## src/rtl/tdiv_pkg.sv

```systemverilog
package tdiv_pkg;
    typedef enum logic {
        ST_RESTART = 1'b0,
        ST_COUNT   = 1'b1
    } tdiv_state_e;
endpackage

```

## src/rtl/tdiv_ctrl_reg.sv

```systemverilog
module tdiv_ctrl_reg #(
    parameter int          CTRL_W    = 8,
    parameter logic [CTRL_W-1:0] RESET_VAL = '0
) (
    input  logic              clk,
    input  logic              rst_n,
    input  logic              wr_en,
    input  logic [CTRL_W-1:0] wr_data,
    output logic [CTRL_W-1:0] ctrl_q
);
    always_ff @(posedge clk or negedge rst_n) begin
        if (!rst_n)     ctrl_q <= RESET_VAL;
        else if (wr_en) ctrl_q <= wr_data;
    end
endmodule

```

## src/rtl/tdiv_src_sel.sv

```systemverilog
module tdiv_src_sel #(
    parameter int N_SRC = 2
) (
    input  logic [N_SRC-1:0]         edges,
    input  logic [$clog2(N_SRC)-1:0] sel,
    output logic                     ref_edge
);
    // Each strobe is qualified by its own select decode, then OR-reduced.
    logic [N_SRC-1:0] gated;
    for (genvar g = 0; g < N_SRC; g++) begin : g_gate
        assign gated[g] = edges[g] && (sel == g[$clog2(N_SRC)-1:0]);
    end
    assign ref_edge = |gated;
endmodule

```

## src/rtl/tdiv_counter.sv

```systemverilog
module tdiv_counter
    import tdiv_pkg::*;
#(
    parameter int   FIELD_W   = 7,
    parameter logic RESET_SRC = 1'b1
) (
    input  logic               clk,
    input  logic               rst_n,
    input  logic               src_bit,
    input  logic [FIELD_W-1:0] field,
    input  logic               ref_edge,
    output logic               sel_q,
    output logic               tick
);
    localparam int RATIO_W = FIELD_W + 1;
    localparam int MAX_DIV = 1 << FIELD_W;

    function automatic logic [RATIO_W-1:0] ratio_of(input logic [FIELD_W-1:0] f);
        return (f == '0) ? RATIO_W'(MAX_DIV) : {1'b0, f};
    endfunction

    tdiv_state_e        state_q, state_d;
    logic [RATIO_W-1:0] cnt_q, act_q;
    logic               switch_req, period_end, count_ok;

    assign switch_req = (src_bit != sel_q);
    assign period_end = (cnt_q == act_q - 1'b1);
    assign count_ok   = (state_q == ST_COUNT) && !switch_req && ref_edge;

    // next-state logic
    always_comb begin
        state_d = state_q;
        unique case (state_q)
            ST_RESTART: state_d = ST_COUNT;
            ST_COUNT:   state_d = switch_req ? ST_RESTART : ST_COUNT;
        endcase
    end

    // state register
    always_ff @(posedge clk or negedge rst_n) begin
        if (!rst_n) state_q <= ST_RESTART;
        else        state_q <= state_d;
    end

    // counting datapath
    always_ff @(posedge clk or negedge rst_n) begin
        if (!rst_n) begin
            cnt_q <= '0;
            act_q <= RATIO_W'(MAX_DIV);
            sel_q <= RESET_SRC;
        end else begin
            unique case (state_q)
                ST_RESTART: begin
                    cnt_q <= '0;
                    act_q <= ratio_of(field);
                    sel_q <= src_bit;
                end
                ST_COUNT: begin
                    if (count_ok) begin
                        if (period_end) begin
                            cnt_q <= '0;
                            act_q <= ratio_of(field);
                        end else begin
                            cnt_q <= cnt_q + 1'b1;
                        end
                    end
                end
            endcase
        end
    end

    // output register
    always_ff @(posedge clk or negedge rst_n) begin
        if (!rst_n) tick <= 1'b0;
        else        tick <= count_ok && period_end;
    end
endmodule

```

## src/rtl/tick_divider.sv

```systemverilog
module tick_divider #(
    parameter int FIELD_W = 7,
    parameter logic [FIELD_W:0] RESET_CTRL = {1'b1, {FIELD_W{1'b0}}}
) (
    input  logic             clk,
    input  logic             rst_n,
    input  logic             wr_en,
    input  logic [FIELD_W:0] wr_data,
    input  logic             int_edge,
    input  logic             ext_edge,
    output logic             tick,
    output logic [FIELD_W:0] rd_data
);
    localparam int CTRL_W  = FIELD_W + 1;
    localparam int SRC_BIT = CTRL_W - 1;

    logic [CTRL_W-1:0] ctrl_q;
    logic              sel_q;
    logic              ref_edge;

    tdiv_ctrl_reg #(
        .CTRL_W   (CTRL_W),
        .RESET_VAL(RESET_CTRL)
    ) u_reg (
        .clk    (clk),
        .rst_n  (rst_n),
        .wr_en  (wr_en),
        .wr_data(wr_data),
        .ctrl_q (ctrl_q)
    );

    // source 0 = internal oscillator, source 1 = external master clock
    tdiv_src_sel #(.N_SRC(2)) u_sel (
        .edges   ({ext_edge, int_edge}),
        .sel     (sel_q),
        .ref_edge(ref_edge)
    );

    tdiv_counter #(
        .FIELD_W  (FIELD_W),
        .RESET_SRC(RESET_CTRL[SRC_BIT])
    ) u_cnt (
        .clk     (clk),
        .rst_n   (rst_n),
        .src_bit (ctrl_q[SRC_BIT]),
        .field   (ctrl_q[FIELD_W-1:0]),
        .ref_edge(ref_edge),
        .sel_q   (sel_q),
        .tick    (tick)
    );

    assign rd_data = ctrl_q;
endmodule

```

## config.mk

```make
export PLATFORM = sky130hd
export DESIGN_NAME = tick_divider
export DESIGN_NICKNAME = d
export VERILOG_FILES = /design/src/rtl/tdiv_pkg.sv /design/src/rtl/tdiv_ctrl_reg.sv /design/src/rtl/tdiv_src_sel.sv /design/src/rtl/tdiv_counter.sv /design/src/rtl/tick_divider.sv
export SDC_FILE = /design/constraint.sdc
export NUM_CORES = 1
export LEC_CHECK = 0
export BUFFER_PORTS_ARGS = -buffer_cell sky130_fd_sc_hd__buf_2
export CELL_PAD_IN_SITES_DETAIL_PLACEMENT = 1
export CELL_PAD_IN_SITES_GLOBAL_PLACEMENT = 2
export CORE_AREA = 10 10 65 89
export DETAILED_ROUTE_END_ITERATION = 7
export DIE_AREA = 0 0 75 99
export GPL_TIMING_DRIVEN = 0
export MAX_ROUTING_LAYER = met4
export PLACE_DENSITY = 0.79
export SLEW_MARGIN = 20
export SYNTH_ARGS = -nofsm -noshare
export SYNTH_HDL_FRONTEND = slang
export SYNTH_SLANG_ARGS = --single-unit
```

## constraint.sdc

```tcl
create_clock -name clk -period 2.6 [get_ports clk]
set_input_delay 0.39 -clock clk [delete_from_list [all_inputs] [get_ports clk]]
set_output_delay 0.39 -clock clk [all_outputs]
set_load 0.01 [all_outputs]
```

# Word-level counts from Yosys, hierarchy flattened
# Index checks and enable logic that the tools add are counted.
# totals
elab_cells	32
latch_bits	0
mem_count	0
ff_bits	27
romBits	0
input_bits	13
ram_bits	0
# classes
addsub	2
n_shift	0
order_cmp	0
eq_ne	4
n_bitwise	2
div_mod_pow	0
multipliers	0
mux	9
n_reduce_logical	9
# op_table
cell	n
8-bit 2-to-1 mux	5
8-bit case mux with 2 select lines	2
8-bit by 1-bit adder with 8-bit output (second input constant)	1
8-bit equality test	1
8-bit by 1-bit subtractor with 8-bit output (second input constant)	1
7-bit zero test	1
1-bit logical AND	5
2-bit inequality test (second input constant)	2
1-bit NOT	2
1-bit case mux with 2 select lines	1
2-bit AND reduction	1
2-bit OR reduction	1
1-bit zero test	1
1-bit 2-to-1 mux	1
1-bit inequality test	1

# Depth between registers and ports, before layout
# Gate-level depths: netlist of run 1.
# logic_depth
depth_word	6
mapped_depth	8
depth_no_buf	7

# Modules after synthesis
# A second synthesis of run 1 with hierarchy kept.
# hier_totals
cells_unflattened	129
hier_area_um2	1500.2
# by_module_without_submodules
mod	n_inst	area_per_inst_um2	cells_each
tdiv_counter	1	1152.4	111
tdiv_ctrl_reg	1	332.8	17
tdiv_src_sel	1	15.0	1

# Worst setup path before layout of run 1
# OpenSTA, ideal clock, no wires.
# synth_timing
path_type	register to register
start	register u_cnt.act_q[0]
end	register u_cnt.act_q[1]
t_arrival_ps	2085
setup_ps	125
synth_period_minus_slack_ps	2210
slack_ps	390
t_required_ps	2475
stages_incl_launch_ff	9
cell_sequence	dfrtp_1 -> inv_1 -> ha_1 -> xnor2_1 -> a311oi_1 -> o211ai_2 -> o41ai_4 -> buf_6 -> mux2_4
# synth_between
elab_chain_cells	4
# synth_rtl
element	line	source
start, declared	tdiv_counter.sv:23	logic [RATIO_W-1:0] cnt_q, act_q;
start signal, assigned	tdiv_counter.sv:49	act_q <= RATIO_W'(MAX_DIV);
start signal, assigned	tdiv_counter.sv:55	act_q <= ratio_of(field);
start signal, assigned	tdiv_counter.sv:62	act_q <= ratio_of(field);
8-bit by 1-bit subtractor with 8-bit output	tdiv_counter.sv:27	assign period_end = (cnt_q == act_q - 1'b1);
8-bit equality test	tdiv_counter.sv:27	
2-bit inequality test (no line)	n/a	
2-bit AND reduction (no line)	n/a	
# Every way passes these cells.
# A chain may end at the register's enable or synchronous reset.

# Final worst setup path of run 1
# layout_timing
start	register u_cnt.act_q[0]
end	register u_cnt.act_q[5]
# The elaborated chain is that of the path after synthesis.

==> results of run 1 <==
[flip-flops by register name, indices dropped and copies added (netlist names)]
signal and count:
u_cnt.act_q 8, u_cnt.cnt_q 8, u_cnt.sel_q 1, u_cnt.state_q 1, u_cnt.tick 1, u_reg.ctrl_q 8
[worst max-delay path, delay by kind of cell (launching register included)]
family,cells,cell delay [ns]
AO/OA/AOI/OAI,3,0.84
flip-flops,1,0.44
multiplexers,1,0.31
adder cells (fa/ha/maj),1,0.30
buffers and inverters,2,0.29
XOR/XNOR,1,0.13
[cell usage after synthesis, types with 5 or more instances]
master	instances
mux2_2	9
nand2_1	7
nor2_1	7
xor2_1	5
mux2_4	7
nand3_1	6
dfrtp_1	24
xnor2_1	7
inv_1	5
[layout make-up]
type | instances | area, um^2
clock buffer | 4 | 45.04
fill | 465 | 2480
buffer | 6 | 42.54
sequential | 27 | 679.4
tap | 45 | 56.30
multi-input combinational | 89 | 747.0
inverter | 5 | 18.77
timing repair buffer | 20 | 100.1
[cell families (layout without fill, tap and decap cells)]
group | count (synthesis) | after routing | synth area share [%]
flops | 27 | 27 | 45.67
compound gates | 22 | 22 | 12.62
fa+ha+maj | 2 | 2 | 1.682
buf+inv | 11 | 35 | 4.121
mux | 17 | 17 | 14.63
simple gates | 34 | 34 | 11.61
xor+xnor | 14 | 14 | 9.672
[how the worst max path moves through the flow]
stage	start	to	slack [ns]	cells past startpoint
finish	u_cnt.act_q[0]	u_cnt.act_q[5]	0.18	8
global route	u_cnt.act_q[0]	u_cnt.act_q[1]	0.01	8
CTS	u_cnt.act_q[0]	u_cnt.act_q[1]	0.17	8
detailed placement	u_cnt.act_q[0]	u_cnt.act_q[1]	0.17	8
global placement	u_cnt.act_q[0]	u_cnt.act_q[6]	0.21	8
floorplan	u_cnt.act_q[0]	u_cnt.act_q[1]	0.39	8
[metrics by stage]
| step | cells | utilization, % |
|---|---|---|
| final | 196 | 40.52 |
| after global routing | 196 | 40.52 |
| after CTS | 196 | 40.52 |
| after detailed placement | 192 | 39.44 |
| after global placement | 192 | 39.44 |
| after floorplan | 127 | - |
[metal layers]
layer / GRT usage, % / vias to the layer above / share of wire [%]
met1: 11.17 / 523 / 42
met2: 17.48 / 23 / 53
met4: 3.655 / 0 / 1.5
met3: 2.108 / 6 / 3.4
li1: - / 508 / -
met5: - / - / 0
[power breakdown]
group | switching, mW | internal [mW]
sequential | 0.137 | 0.533
clock | 0.130 | 0.110
combinational | 0.373 | 0.350
total | 0.640 | 0.993
==> results.py, run 1 <==
metrics = {
    "status": {
        "status": "complete, no violations",
    },
    "global_route": {
        "grt_start_max_net_pins": 28,
        "grt_pass1_vias": 1237,
        "grt_first_pass_wirelength_mm": 5.906,
        "antenna_found_initial": 0,
        "grt_use_total_pct": 10.22,
        "grt_remaining_overflow": 0,
    },
    "setup_path": {
        "r2r-end": "u_cnt.act_q[5]",
        "path_cells": "inv_1 > ha_1 > xnor2_1 > a311oi_1 > o211ai_2 > o41ai_4 > buf_6 > mux2_4",
        "start_kind": "flop",
        "cp_max_fo": 10,
        "ff2ff_path_depth": 8,
        "slowest_delay_ns": 0.44,
        "worstPathArrival_ns": 2.59,
        "crit_path_end_kind": "flop",
        "critPathRequiredTime_ns": 2.77,
        "slowest_stage": "dfrtp_1",
        "rr_startpoint": "u_cnt.act_q[0]",
        "path_class": "flop to flop",
        "r2r_slack_ns": 0.18,
    },
    "floorplan": {
        "initial_core_util_pct": 35.68,
        "dieHeight_um": 99,
        "dieArea_mm2": 0.007425,
        "core_area_mm2": 0.004169,
        "die_x_um": 75,
        "rows": 28,
        "io_pins": 22,
    },
    "clock_network": {
        "cts_resized": 0,
        "clock_sinks": 27,
        "clockBufferDepth": 2,
        "clkLatencyLatePin_ns": 0.28,
        "clk_pin_slew_ns": 0.09,
        "root_buffer": "clkbuf_8",
        "cts_hold_buf": 0,
        "cts_tree": "built",
        "cts_setup_buffers": 0,
        "cts-htree-levels": 1,
        "cts-buffers-inserted": 3,
    },
    "logic_synthesis": {
        "ys_top_cells_by_area": "dfrtp_1, mux2_4, mux2_2, dfstp_2, xnor2_1",
        "synth.largest_area_cell": "dfrtp_1",
        "syn_nets": 142,
        "synth_top_area_share_pct": 40.37,
        "synth_top_flop_cell": "dfrtp_1",
        "synth_warnings": 0,
        "ys_seq_area_share_pct": 45.67,
        "synth_area_mm2": 0.001488,
        "synth_cell_types": 40,
        "ys_seq_elements": 27,
        "synth_edf_count": 0,
        "synthCells": 127,
        "ys_async_sr_fraction_pct": 100.0,
        "postSynthAreaPerCell_um2": 11.71,
    },
    "power_and_ir_drop": {
        "p_leak_nw": 0.7520,
        "p_per_area_mw_per_mm2": 966.8,
        "ir_drop_uv": 411.1,
        "finalPower_mw": 1.633,
    },
    "finish": {
        "final_cell_mix": "dfrtp_1, buf_2, mux2_2",
        "mostFrequentLayoutCell": "dfrtp_1",
        "diodes": 0,
        "area_growth_pct": 13.54,
        "layout-drive-gt1-share_pct": 33.77,
        "nets": 167,
        "final_area_mm2": 0.001689,
    },
    "timing": {
        "hold_violations": 0,
        "slew_viol_final": 0,
        "final.setup.worst_slack_ns": 0.1792,
        "min_period_over_period_pct": 93.11,
        "hold_slack_ns": 0.1060,
        "setup_viol": 0,
        "clock_skew_ns": 0.003841,
        "period_minus_slack_ns": 2.421,
        "final.setup.tns_ns": 0,
        "rsz0062_at_grt": "no",
        "max_freq_mhz": 413.1,
        "slew_headroom_pct": 55.58,
        "worst_slew_pin_slew_ns": 0.6594,
    },
    "run": {
        "max_cap_violations": 0,
    },
    "route": {
        "drc": 0,
        "wirelength_mm": 3.266,
        "ant_nets": 0,
        "dr.pass1.iters": 4,
        "vias": 1060,
        "drtIter0Drc": 62,
        "via_per_inst": 5.408,
        "wire_per_inst_um": 16.66,
    },
    "placed_design": {
        "place_area_mm2": 0.001644,
        "port_buffers": 20,
        "dpl_worst_slack_ns": 0.1743,
        "dpl.hpwl_mm": 2.559,
        "gp_congestion": 0.8084,
    },
    "worst_hold_path": {
        "min_path_type": "input pin to asynchronous set/reset pin",
    },
}
Power figures use the tool's default switching activity.
==> run 2: changes to the inputs <==
- CORE_AREA: 10 10 65 89 -> 10 10 64 87
- CTS_BUF_LIST: unset -> sky130_fd_sc_hd__clkbuf_4
- DIE_AREA: 0 0 75 99 -> 0 0 74 97
- PLACE_DENSITY: 0.79 -> 0.82
==> run 2 against run 1 <==
- critical path type unchanged
- worst hold slack got worse by 0.055 ns
- global-route usage decreased by 0.36 points
- flip-flop and latch count unchanged
- largest cell class unchanged
- combinational power increased by 4.1%
- clock skew up 0.0042 ns
- die area fell by 3.3%
- design area barely moved
- clock-buffer cell count unchanged
==> results.py, run 2 (same netlist as run 1, synthesis figures left out) <==
metrics = {
    "setup_path": {
        "critPathRequiredTime_ns": 2.83,
        "crit_path_end_kind": "flop",
        "start_kind": "flop",
        "crit_buf_inv": 2,
        "rr_startpoint": "u_cnt.act_q[1]",
        "r2r-end": "u_cnt.act_q[6]",
        "r2r_slack_ns": 0.19,
        "path_class": "flop to flop",
        "path_cells": "inv_1 > ha_1 > xnor2_1 > a311oi_1 > o211ai_2 > o41ai_4 > buf_6 > mux2_4",
        "ff2ff_path_depth": 8,
        "cp_max_fo": 10,
        "cp_top_family": "compound AO/OA/AOI/OAI gates",
        "worstPathArrival_ns": 2.64,
        "slowest_delay_ns": 0.45,
        "slowest_stage": "dfrtp_1",
    },
    "worst_hold_path": {
        "min_path_type": "input pin to asynchronous set/reset pin",
    },
    "clock_network": {
        "clkLatencyLatePin_ns": 0.33,
        "cts-htree-levels": 1,
        "clock_sinks": 27,
        "cts-buffers-inserted": 3,
        "clockBufferDepth": 2,
        "cts_tree": "built",
        "clk_pin_slew_ns": 0.15,
        "cts_hold_buf": 0,
        "root_buffer": "clkbuf_4",
    },
    "floorplan": {
        "core_area_mm2": 0.003953,
        "dieArea_mm2": 0.007178,
        "die_x_um": 74,
        "dieHeight_um": 97,
        "io_pins": 22,
        "rows": 27,
        "initial_core_util_pct": 37.64,
    },
    "timing": {
        "final.setup.tns_ns": 0,
        "min_period_over_period_pct": 92.84,
        "max_freq_mhz": 414.3,
        "hold_violations": 0,
        "clock_skew_ns": 0.008068,
        "worst_slew_pin_slew_ns": 0.6281,
        "period_minus_slack_ns": 2.414,
        "slew_headroom_pct": 57.04,
        "rsz0062_at_grt": "no",
        "setup_viol": 0,
        "slew_viol_final": 0,
    },
    "power_and_ir_drop": {
        "p_per_area_mw_per_mm2": 961.6,
        "ir_drop_uv": 413.0,
        "finalPower_mw": 1.623,
        "p_leak_nw": 0.7551,
    },
    "route": {
        "vias": 1076,
        "wire_per_inst_um": 16.92,
        "dr.pass1.iters": 2,
        "drc": 0,
        "drtIter0Drc": 39,
        "ant_nets": 0,
        "via_per_inst": 5.490,
        "wirelength_mm": 3.316,
    },
    "finish": {
        "diodes": 0,
        "final_core_util_pct": 42.70,
        "area_growth_pct": 13.46,
        "final_cell_mix": "dfrtp_1, buf_2, mux2_2",
        "mostFrequentLayoutCell": "dfrtp_1",
        "top_regs": "u_cnt.act_q (8), u_cnt.cnt_q (8), u_reg.ctrl_q (8)",
        "fillers": 440,
        "final_cells": 196,
        "multiInputGateArea_um2": 747.0,
        "layout-drive-gt1-share_pct": 35.95,
        "regArea_um2": 680.7,
        "nets": 169,
    },
    "status": {
        "status": "complete, no violations",
    },
    "global_route": {
        "grt_start_max_net_pins": 28,
        "grt_use_total_pct": 9.860,
        "antenna_found_initial": 0,
        "grt_pass1_vias": 1174,
        "grt_first_pass_wirelength_mm": 5.630,
        "grt_remaining_overflow": 0,
    },
    "placed_design": {
        "dpl.hpwl_mm": 2.624,
        "placed_cells": 190,
        "gp_congestion": 0.7941,
        "port_buffers": 20,
    },
    "run": {
        "max_cap_violations": 0,
    },
}
[run 2: through the flow]
stage,area [um^2],hold slack (ns),setup slack [ns]
final,1688,0.05112,0.1862
after global routing,1688,0.06979,0.01001
after CTS,1672,0.06304,0.1258
after detailed placement,1642,0.4444,0.1571
after global placement,1642,0.4305,0.2000
after floorplan,1488,0.09441,0.3900
[run 2: area by class of cell]
class | instances | area share (%)
buffer | 6 | 2.520
clock buffer | 4 | 1.779
inverter | 5 | 1.112
multi-input combinational | 89 | 44.25
sequential | 27 | 40.33
tap | 43 | 3.188
timing repair buffer | 22 | 6.820
[run 2: worst max-delay path by stage]
stage / start / end / cells past startpoint
after floorplan: u_cnt.act_q[0] / u_cnt.act_q[1] / 8
after global placement: u_cnt.act_q[0] / u_cnt.act_q[2] / 8
after detailed placement: u_cnt.act_q[0] / u_cnt.act_q[6] / 8
after CTS: u_cnt.act_q[0] / u_cnt.act_q[6] / 8
after global routing: u_cnt.act_q[1] / u_cnt.act_q[6] / 8
final: u_cnt.act_q[1] / u_cnt.act_q[6] / 8
[run 2: power by group]
part / leakage, nW / total (mW) / internal [mW] / switching (mW)
Clock: 0.0184 / 0.196 / 0.0706 / 0.126
Combinational: 0.407 / 0.753 / 0.371 / 0.382
Sequential: 0.330 / 0.674 / 0.534 / 0.140
[run 2: worst reg2reg max path: stages, from the launching register on]
cell and delay, ns:
dfrtp_1 0.45, inv_1 0.06, ha_1 0.29, xnor2_1 0.13
a311oi_1 0.31, o211ai_2 0.23, o41ai_4 0.31, buf_6 0.22
mux2_4 0.31
[run 2: what timing repair did]
item                       4_1_cts  5_1_grt
setup endpoints to repair        0        7
hold endpoints to repair         0        0
setup buffers                    0        2
resized for setup                0        1
[run 2: layer usage]
| layer | vias up | share of wire, % | GRT usage (%) |
|---|---|---|---|
| li1 | 515 | - | - |
| met1 | 538 | 41 | 11.27 |
| met2 | 20 | 54 | 16.88 |
| met3 | 3 | 3.6 | 1.735 |
| met4 | 0 | 0.87 | 2.575 |
| met5 | - | 0 | - |
==> run 3: changes to the inputs <==
- CORE_AREA: 10 10 64 87 -> 10 10 71 97
- DIE_AREA: 0 0 74 97 -> 0 0 81 107
- PLACE_DENSITY: 0.82 -> 0.68
==> run 3 against run 2 <==
- worst hold slack got worse by 0.018 ns
- clock skew is 0.011 ns higher
- sequential power is essentially flat
- via count fell by 1.5%
- register-to-register slack improved by 0.03 ns
- final cell count grew 12%
- clock power hardly changed
- combinational power about the same
- design area is 1.6% higher
- die area up 21%
- largest power group unchanged
==> results.py, run 3 (same netlist as run 1, synthesis figures left out) <==
metrics = {
    "timing": {
        "final.setup.tns_ns": 0,
        "final.setup.worst_slack_ns": 0.2171,
        "worst_slew_pin_slew_ns": 0.6742,
        "slew_headroom_pct": 54.58,
        "period_minus_slack_ns": 2.383,
        "max_freq_mhz": 419.7,
        "setup_viol": 0,
        "rsz0062_at_grt": "no",
        "slew_viol_final": 0,
        "min_period_over_period_pct": 91.65,
        "clock_skew_ns": 0.01886,
        "hold_violations": 0,
    },
    "floorplan": {
        "die_x_um": 81,
        "io_pins": 22,
        "initial_core_util_pct": 29.06,
        "dieArea_mm2": 0.008667,
        "dieHeight_um": 107,
        "core_area_mm2": 0.005120,
        "rows": 31,
    },
    "global_route": {
        "grt.busiest_layer": "met2",
        "antenna_found_initial": 0,
        "grt_use_total_pct": 8.704,
        "use_met3_pct": 1.505,
        "grt_remaining_overflow": 0,
        "grt_start_max_net_pins": 28,
        "grt_use_met1_pct": 9.728,
        "grt_pass1_vias": 1222,
        "use_met2_pct": 15.18,
        "grt_first_pass_wirelength_mm": 5.927,
    },
    "route": {
        "vias": 1060,
        "drtIter0Drc": 35,
        "wire_per_inst_um": 16.23,
        "wirelength_mm": 3.555,
        "drc": 0,
        "via_per_inst": 4.840,
        "dr.pass1.iters": 4,
        "ant_nets": 0,
    },
    "power_and_ir_drop": {
        "p_per_area_mw_per_mm2": 947.4,
        "ir_drop_uv": 325.9,
        "p_leak_nw": 0.7544,
    },
    "clock_network": {
        "clkLatencyLatePin_ns": 0.34,
        "cts-buffers-inserted": 3,
        "cts-htree-levels": 1,
        "clk_pin_slew_ns": 0.17,
        "cts_tree": "built",
        "root_buffer": "clkbuf_4",
        "clock_sinks": 27,
        "clockBufferDepth": 2,
        "cts_hold_buf": 0,
    },
    "finish": {
        "fillers": 604,
        "final_cell_mix": "dfrtp_1, buf_2, mux2_2",
        "nets": 169,
        "mostFrequentLayoutCell": "dfrtp_1",
        "top_regs": "u_cnt.act_q (8), u_cnt.cnt_q (8), u_reg.ctrl_q (8)",
        "diodes": 0,
        "area_growth_pct": 15.22,
        "layout-drive-gt1-share_pct": 35.95,
    },
    "run": {
        "max_cap_violations": 0,
    },
    "placed_design": {
        "dpl.hpwl_mm": 2.760,
        "port_buffers": 20,
        "dpl_worst_slack_ns": 0.1107,
        "gp_congestion": 0.8264,
    },
    "setup_path": {
        "crit_path_end_kind": "flop",
        "path_class": "flop to flop",
        "start_kind": "flop",
        "worstPathArrival_ns": 2.61,
        "cp_max_fo": 10,
        "critPathRequiredTime_ns": 2.83,
    },
    "worst_hold_path": {
        "min_path_type": "input pin to asynchronous set/reset pin",
    },
    "status": {
        "status": "complete, no violations",
    },
}
## run 3: cell types whose count changed in the layout (fill, tap and decap cells not counted)
cell | before | now
clkinv_2 | 0 | 1
clkbuf_4 | 4 | 3
## run 3: worst paths after layout
path | cells past startpoint | endpoint | slack, ns | from
setup / recovery | 8 | u_cnt.act_q[1] | 0.22 | u_cnt.act_q[0]
hold / removal | 1 | u_cnt.state_q | 0.03 | rst_n
setup reg to reg | 8 | u_cnt.act_q[1] | 0.22 | u_cnt.act_q[0]
hold reg to reg | 1 | u_cnt.act_q[2] | 0.57 | u_reg.ctrl_q[2]
max in group asynchronous | 1 | u_cnt.act_q[0] | 2.10 | rst_n
min in group clk | 2 | u_reg.ctrl_q[6] | 0.26 | wr_data[6]
## run 3: repair_timing
action	in CTS	in global routing
setup buffers	0	2
setup endpoints to repair	0	7
resized for setup	0	1
## run 3: report_power, final
| part | internal, mW | switching, mW |
|---|---|---|
| clock | 0.0578 | 0.136 |
| combinational | 0.369 | 0.385 |
| sequential | 0.534 | 0.142 |
## run 3: cell type report
cell class	count	area (um^2)	share of cell area (%)
multi-input combinational	89	747.0	43.58
sequential	27	680.7	39.71
timing repair buffer	22	115.1	6.715
tap	66	82.58	4.818
buffer	6	42.54	2.482
clock buffer	3	22.52	1.314
inverter	5	18.77	1.095
clock inverter	1	5.005	0.2920
## run 3: per-layer routing
| metal | part of all wire, % | up-vias |
|---|---|---|
| met5 | 0 | - |
| met2 | 53 | 21 |
| li1 | - | 511 |
| met1 | 43 | 524 |
| met3 | 2.9 | 4 |
| met4 | 1.4 | 0 |
## run 3: metrics by stage
stage | area (um^2) | power [mW] | hold WS (ns) | utilization [%] | cells
after floorplan | 1488 | 1.230 | 0.09441 | - | 127
after global placement | 1670 | 1.399 | 0.4368 | 32.62 | 213
after detailed placement | 1670 | 1.428 | 0.4535 | 32.62 | 213
after CTS | 1698 | 1.629 | 0.05001 | 33.16 | 217
after global routing | 1714 | 1.751 | 0.07511 | 33.48 | 219
final | 1714 | 1.624 | 0.03336 | 33.48 | 219
## run 3: worst max-delay path, cell delays in order (launching register included)
cell and delay [ns]:
dfrtp_2 0.44, inv_1 0.05, ha_1 0.30, xnor2_1 0.13, a311oi_1 0.31, o211ai_2 0.22, o41ai_4 0.30, buf_6 0.22
mux2_4 0.31
